File: src/rtl/prs_pkg.sv
// Shared constants for the partial-response level shaper.
// Assumes symbols in the range -2..+2 and levels in quarter units.
package prs_pkg;
    localparam int PRS_SYM_W = 3;   // signed symbol field width
    localparam int PRS_LVL_W = 5;   // signed level field width
    localparam int PRS_SYM_MAX = 2; // largest legal symbol magnitude
    localparam int PRS_CUR_WT = 3;  // weight of the current symbol
    localparam int PRS_BYP_WT = 4;  // scale used in bypass
endpackage

File: src/rtl/prs_sym_screen.sv
// Range screen for one symbol: flags any code outside the legal range
// and replaces it with zero. Purely combinational.
module prs_sym_screen #(
    parameter int SYM_W = prs_pkg::PRS_SYM_W,
    parameter int SYM_MAX = prs_pkg::PRS_SYM_MAX
) (
    input  logic signed [SYM_W-1:0] code_in,
    output logic signed [SYM_W-1:0] code_out,
    output logic                    illegal
);
    // Compare in integer range, then substitute zero when out of range.
    always_comb begin
        illegal  = (int'(code_in) > SYM_MAX) || (int'(code_in) < -SYM_MAX);
        code_out = illegal ? '0 : code_in;
    end
endmodule

File: src/rtl/prs_lane.sv
// One lane of the shaper: screen, history register, weighted sum and
// registered output. Assumes LVL_W is wide enough for 4*SYM_MAX.
module prs_lane #(
    parameter int SYM_W = prs_pkg::PRS_SYM_W,
    parameter int LVL_W = prs_pkg::PRS_LVL_W
) (
    input  logic                    clk,
    input  logic                    rst_n,
    input  logic                    in_valid,
    input  logic                    bypass,
    input  logic signed [SYM_W-1:0] sym,
    output logic signed [LVL_W-1:0] level,
    output logic                    err
);
    localparam int EXT_W = LVL_W - SYM_W;

    logic signed [SYM_W-1:0] clean;
    logic                    illegal;
    logic signed [SYM_W-1:0] hist_q;
    logic signed [LVL_W-1:0] cur_e, hist_e, shaped, scaled;

    prs_sym_screen #(.SYM_W(SYM_W)) u_screen (
        .code_in  (sym),
        .code_out (clean),
        .illegal  (illegal)
    );

    // Sign-extend and form the shaped and bypass levels.
    always_comb begin
        cur_e  = {{EXT_W{clean[SYM_W-1]}}, clean};
        hist_e = {{EXT_W{hist_q[SYM_W-1]}}, hist_q};
        shaped = (cur_e <<< 1) + cur_e + hist_e;
        scaled = cur_e <<< 2;
    end

    // History, output level and sticky error, all qualified by in_valid.
    always_ff @(posedge clk) begin
        if (!rst_n) begin
            hist_q <= '0;
            level  <= '0;
            err    <= 1'b0;
        end else if (in_valid) begin
            hist_q <= clean;
            level  <= bypass ? scaled : shaped;
            if (illegal) err <= 1'b1;
        end
    end
endmodule

File: src/rtl/prs_pam17_enc.sv
// Four-lane partial-response shaper top. It slices the packed symbol
// bus into lanes, builds one lane per slice, and delays the valid flag
// by one cycle to match the registered levels.
module prs_pam17_enc #(
    parameter int LANES = 4,
    parameter int SYM_W = prs_pkg::PRS_SYM_W,
    parameter int LVL_W = prs_pkg::PRS_LVL_W
) (
    input  logic                   clk,
    input  logic                   rst_n,
    input  logic                   in_valid,
    input  logic                   bypass,
    input  logic [LANES*SYM_W-1:0] sym_in,
    output logic [LANES*LVL_W-1:0] level_out,
    output logic                   out_valid,
    output logic [LANES-1:0]       sym_err
);
    // One lane instance per packed slice.
    for (genvar i = 0; i < LANES; i++) begin : g_lane
        logic signed [LVL_W-1:0] lvl;
        prs_lane #(.SYM_W(SYM_W), .LVL_W(LVL_W)) u_lane (
            .clk      (clk),
            .rst_n    (rst_n),
            .in_valid (in_valid),
            .bypass   (bypass),
            .sym      (sym_in[i*SYM_W +: SYM_W]),
            .level    (lvl),
            .err      (sym_err[i])
        );
        assign level_out[i*LVL_W +: LVL_W] = lvl;
    end

    // Delay the input qualifier to line up with the level registers.
    always_ff @(posedge clk) begin
        if (!rst_n) out_valid <= 1'b0;
        else        out_valid <= in_valid;
    end
endmodule

File: config.mk
export PLATFORM = sky130hd
export DESIGN_NAME = prs_pam17_enc
export DESIGN_NICKNAME = d
export VERILOG_FILES = /design/src/rtl/prs_pkg.sv /design/src/rtl/prs_sym_screen.sv /design/src/rtl/prs_lane.sv /design/src/rtl/prs_pam17_enc.sv
export SDC_FILE = /design/constraint.sdc
export NUM_CORES = 1
export LEC_CHECK = 0
export ABC_AREA = 1
export BUFFER_PORTS_ARGS = -buffer_cell sky130_fd_sc_hd__buf_2
export CORE_MARGIN = 1
export CORE_UTILIZATION = 53
export DETAILED_ROUTE_END_ITERATION = 12
export PLACE_DENSITY = 0.76
export SETUP_SLACK_MARGIN = 0.15
export SLEW_MARGIN = 10
export SYNTH_ARGS = -nofsm -noshare
export SYNTH_HDL_FRONTEND = slang
export SYNTH_SLANG_ARGS = --single-unit
File: constraint.sdc
create_clock -name clk -period 2.29 [get_ports clk]
set_input_delay 0.1145 -clock clk [delete_from_list [all_inputs] [get_ports clk]]
set_output_delay 0.1145 -clock clk [all_outputs]
set_load 0.02 [all_outputs]
==> impl_results.rst <==
.. list-table::
   :header-rows: 1

   * - Metric
     - Value
   * - Ranking of synthesized cells by area
     - sky130_fd_sc_hd__dfxtp_1, sky130_fd_sc_hd__nand2_1, sky130_fd_sc_hd__inv_1
   * - Share of power burned in combinational logic
     - 27.3%
   * - Sum of routed wire length over all layers
     - 5190 um
   * - Startpoint of the lowest-slack hold path
     - sym_in[7]
   * - Total negative setup slack
     - 0 ps
   * - Slew HR
     - 65.0%
   * - Clk buf depth
     - 2
   * - Register clock-pin slew on the reported worst setup and hold paths
     - 80 ps
   * - Post-DR vias/cell
     - 4.95
   * - Biggest fanout along the worst timing path
     - 3
   * - Gate count after technology mapping
     - 362
   * - Number of max-capacitance violations reported
     - 0
   * - Final Hold Slack
     - 141 ps
   * - Slowest cell on the critical path
     - sky130_fd_sc_hd__fa_1
   * - Unique masters post-synth
     - 27
   * - Clock insertion delay at the later pin of the skew report
     - 290 ps
   * - Share of final-layout standard cells stronger than drive strength 1
     - 17.7%
   * - Final worst slack
     - 295 ps
   * - Initial antenna violation count
     - 0
   * - Worst R2R Path Depth
     - 11
   * - Top-Level Pins
     - 41
   * - Post-route fraction of the period consumed by the critical path
     - 87.1%
   * - Iteration count of the initial detailed-routing pass
     - 4
   * - Clock Sink Count
     - 37
   * - M3 GR Usage
     - 4.76%
   * - Count of final hold-check violations
     - 0
   * - Crit Path Category
     - flip-flop to flip-flop
   * - TritonCTS clock tree
     - yes
   * - Total of endpoints with negative setup slack in the final report
     - 0
   * - Setup Slack @ Placement
     - 56.6 ps
   * - Average instance area after synthesis
     - 6.86 um^2
   * - Largest net degree at the start of global routing
     - 34
   * - Total congestion overflow
     - 0
   * - R2R Path End
     - g_lane[2].u_lane.level[3]
   * - Non-Filler Instances
     - 453
   * - Total leakage power
     - 1.58 nW
   * - Shortest clock period the worst path allows after layout
     - 1990 ps
   * - Final core utilization
     - 63.0%
   * - Startpoint type of the worst setup path
     - flip-flop
   * - Longest individual stage delay on the worst path
     - 370 ps
   * - GRT Util Overall
     - 23.7%
   * - Yosys top cell by area
     - sky130_fd_sc_hd__dfxtp_1
   * - Count of final max-slew check failures
     - 0
   * - Chip width
     - 70.4 um
   * - Worst IR Drop VDD
     - 0.446 mV
   * - Routability congestion estimate from global placement
     - 0.831
   * - Internal power component
     - 1.06 mW
   * - Met2 Resource Use GR
     - 42.0%
   * - Ant diodes
     - 0
   * - Combined buffer and inverter count along the critical path
     - 3
   * - Maximum frequency from static timing analysis
     - 501 MHz
   * - Nets@finish
     - 440
   * - Flops & latches, synth
     - 37
   * - Flop pwr share
     - 44.3%
   * - DR WL/cell
     - 11.5 um
   * - Slew @ Worst Pin
     - 524 ps
   * - Crit path top cell by count
     - sky130_fd_sc_hd__inv_1
   * - Die area
     - 0.00496 mm^2
   * - Placeable core area
     - 0.00441 mm^2
   * - RSZ-0062 raised after global routing
     - false
   * - Portion of synthesized cell area occupied by the leading cell type
     - 29.8%
   * - Die height
     - 70.4 um
   * - Required time at the worst-slack endpoint
     - 2480 ps
   * - Switching power total
     - 0.555 mW
   * - Endpoint class of the critical path
     - flip-flop
   * - Power density cells
     - 582 mW/mm^2
   * - Data arrival time of the critical path
     - 2190 ps
   * - First-iteration detailed-routing DRC count
     - 122
   * - Post-place instance area
     - 0.00269 mm^2
   * - Worst path top cell family by delay
     - adder cells
   * - Clock tree root buffer cell
     - sky130_fd_sc_hd__clkbuf_8
   * - Area growth from synthesis to layout
     - 12.0%
   * - Result of the run
     - finished clean
   * - Number of global-route vias before repair
     - 2,234
   * - I/O Buffers
     - 40
   * - Post-DP HPWL
     - 3870 um
   * - Worst setup slack for register-to-register paths
     - 300 ps
   * - Number of buffers added by the clock tree synthesis step
     - 5
   * - Number of warnings issued by yosys
     - 0
   * - Sw Ratio
     - 34.3%
   * - Post-synthesis cell area
     - 0.00248 mm^2
   * - Terminating pin of the worst hold path
     - g_lane[2].u_lane.hist_q[2]
   * - First-pass GRT wire length
     - 9460 um
   * - Post-route DRC violation count
     - 0
   * - Met1 track demand over resource in global routing
     - 29.4%
   * - Hold crit path type
     - input pin to flip-flop
   * - Worst setup path start
     - g_lane[2].u_lane.hist_q[1]
   * - Via count
     - 2,244
   * - Post-route cell area
     - 0.00278 mm^2
   * - H-tree depth
     - 2
   * - Number of buffers inserted to repair setup after CTS
     - 0
   * - Sequential fraction of the synthesis area
     - 29.8%
   * - Standard-cell row count
     - 24
   * - Cts-stage hold buffer count
     - 0
   * - Most heavily used metal layer in global routing
     - met2
   * - Cell depth of the worst hold path
     - 3
   * - Placed insts
     - 445
   * - Worst r2r src
     - g_lane[2].u_lane.hist_q[1]
   * - Share of power burned in the clock network
     - 28.4%
   * - Initial standard-cell utilization of the core
     - 56.2%
   * - Power, Total
     - 1.62 mW
   * - Clock Skews
     - 7.20 ps
   * - Series of cell instances along the critical path
     - xor2_1 -> inv_1 -> ha_1 -> ha_1 -> inv_1 -> fa_1 -> xnor2_1 -> nand2_1 -> o21ai_0 -> o21ai_0 -> inv_1
   * - Post-route ant nets
     - 0
   * - Number of nets produced by synthesis
     - 402
## worst max-delay path by stage
stage / end / slack [ps] / depth (start not counted)
after floorplan: g_lane[0].u_lane.level[2] / 300 / 8
after global placement: g_lane[2].u_lane.level[3] / 160 / 11
after detailed placement: g_lane[2].u_lane.level[3] / 60 / 11
after CTS: g_lane[2].u_lane.level[3] / 260 / 11
after global routing: g_lane[2].u_lane.level[3] / 170 / 11
final: g_lane[2].u_lane.level[3] / 300 / 11
## cell families after synthesis
kind of cell / count (synthesis) / share of synthesized area (%)
AND/OR/NAND/NOR: 158 / 27.3
buffers and inverters: 85 / 14.2
AO/OA/AOI/OAI: 52 / 12.0
flip-flops: 37 / 29.8
adder cells (fa/ha/maj): 24 / 14.5
XOR/XNOR: 6 / 2.12
## state kept, by name, summed over array words and instances (netlist names)
| register | count |
|---|---|
| g_lane.u_lane.err | 4 |
| out_valid | 1 |
| g_lane.u_lane.level | 20 |
| g_lane.u_lane.hist_q | 12 |
## power by group through the flow
stage | clock network [mW] | registers, mW | logic (mW)
after CTS | 0.467 | 0.717 | 0.447
after floorplan | 0 | 0.762 | 0.300
final | 0.461 | 0.717 | 0.442
after detailed placement | 0 | 0.732 | 0.442
after global placement | 0 | 0.731 | 0.429
after global routing | 0.487 | 0.725 | 0.516
## worst register-to-register path: stages, from the launching register on
cell and delay, ps:
sky130_fd_sc_hd__dfxtp_2 360, sky130_fd_sc_hd__xor2_1 140, sky130_fd_sc_hd__inv_1 60, sky130_fd_sc_hd__ha_1 270, sky130_fd_sc_hd__ha_1 190, sky130_fd_sc_hd__inv_1 70, sky130_fd_sc_hd__fa_1 370, sky130_fd_sc_hd__xnor2_1 130
sky130_fd_sc_hd__nand2_1 50, sky130_fd_sc_hd__o21ai_0 70, sky130_fd_sc_hd__o21ai_0 150, sky130_fd_sc_hd__inv_1 50
## metal layers
metal / vias up / part of all wire, %
li1: 1189 / -
met1: 996 / 45
met2: 50 / 49
met3: 9 / 5.1
met4: 0 / 1.1
met5: - / 0
## repair_timing
item | CTS | global route
hold endpoints to repair | 0 | 0
resized for setup | 0 | 1
setup endpoints to repair | 0 | 1
## cell type report
class / count / area [um^2]
Clock buffer: 5 / 68.8
Clock inverter: 3 / 17.5
Fill cell: 410 / 1630
Inverter: 73 / 277
Multi-Input combinational cell: 240 / 1390
Sequential cell: 37 / 742
Tap cell: 52 / 65.1
Timing Repair Buffer: 43 / 223
## synth_stat cells (all sizes together)
cell	count
buf	11
nor2	28
a221oi	1
inv	73
xnor2	1
nand2	101
nand3	28
clkbuf	1
o21ai	22
a22o	4
a21oi	19
dfxtp	37
a31oi	2
fa	8
or2	1
ha	16
o21a	4
xor2	5
## cell usage in the layout, fill, tap and decap left out, types with 2 or more instances in the layout
cell type and n:
sky130_fd_sc_hd__dfxtp_1 36, sky130_fd_sc_hd__xor2_1 5, sky130_fd_sc_hd__inv_2 8, sky130_fd_sc_hd__a31oi_1 2
sky130_fd_sc_hd__a21oi_1 19, sky130_fd_sc_hd__clkbuf_8 5, sky130_fd_sc_hd__nand2_2 2, sky130_fd_sc_hd__o21a_1 4
sky130_fd_sc_hd__nand3_2 4, sky130_fd_sc_hd__buf_4 3, sky130_fd_sc_hd__nor2_1 26, sky130_fd_sc_hd__fa_1 8
sky130_fd_sc_hd__nor2_4 2, sky130_fd_sc_hd__nand2_1 98, sky130_fd_sc_hd__o21ai_0 22, sky130_fd_sc_hd__ha_1 16
sky130_fd_sc_hd__a22o_1 4, sky130_fd_sc_hd__inv_1 64, sky130_fd_sc_hd__nand3_1 24, sky130_fd_sc_hd__clkinv_2 2
sky130_fd_sc_hd__buf_2 40
No activity file was read; power rests on OpenSTA's default activity.
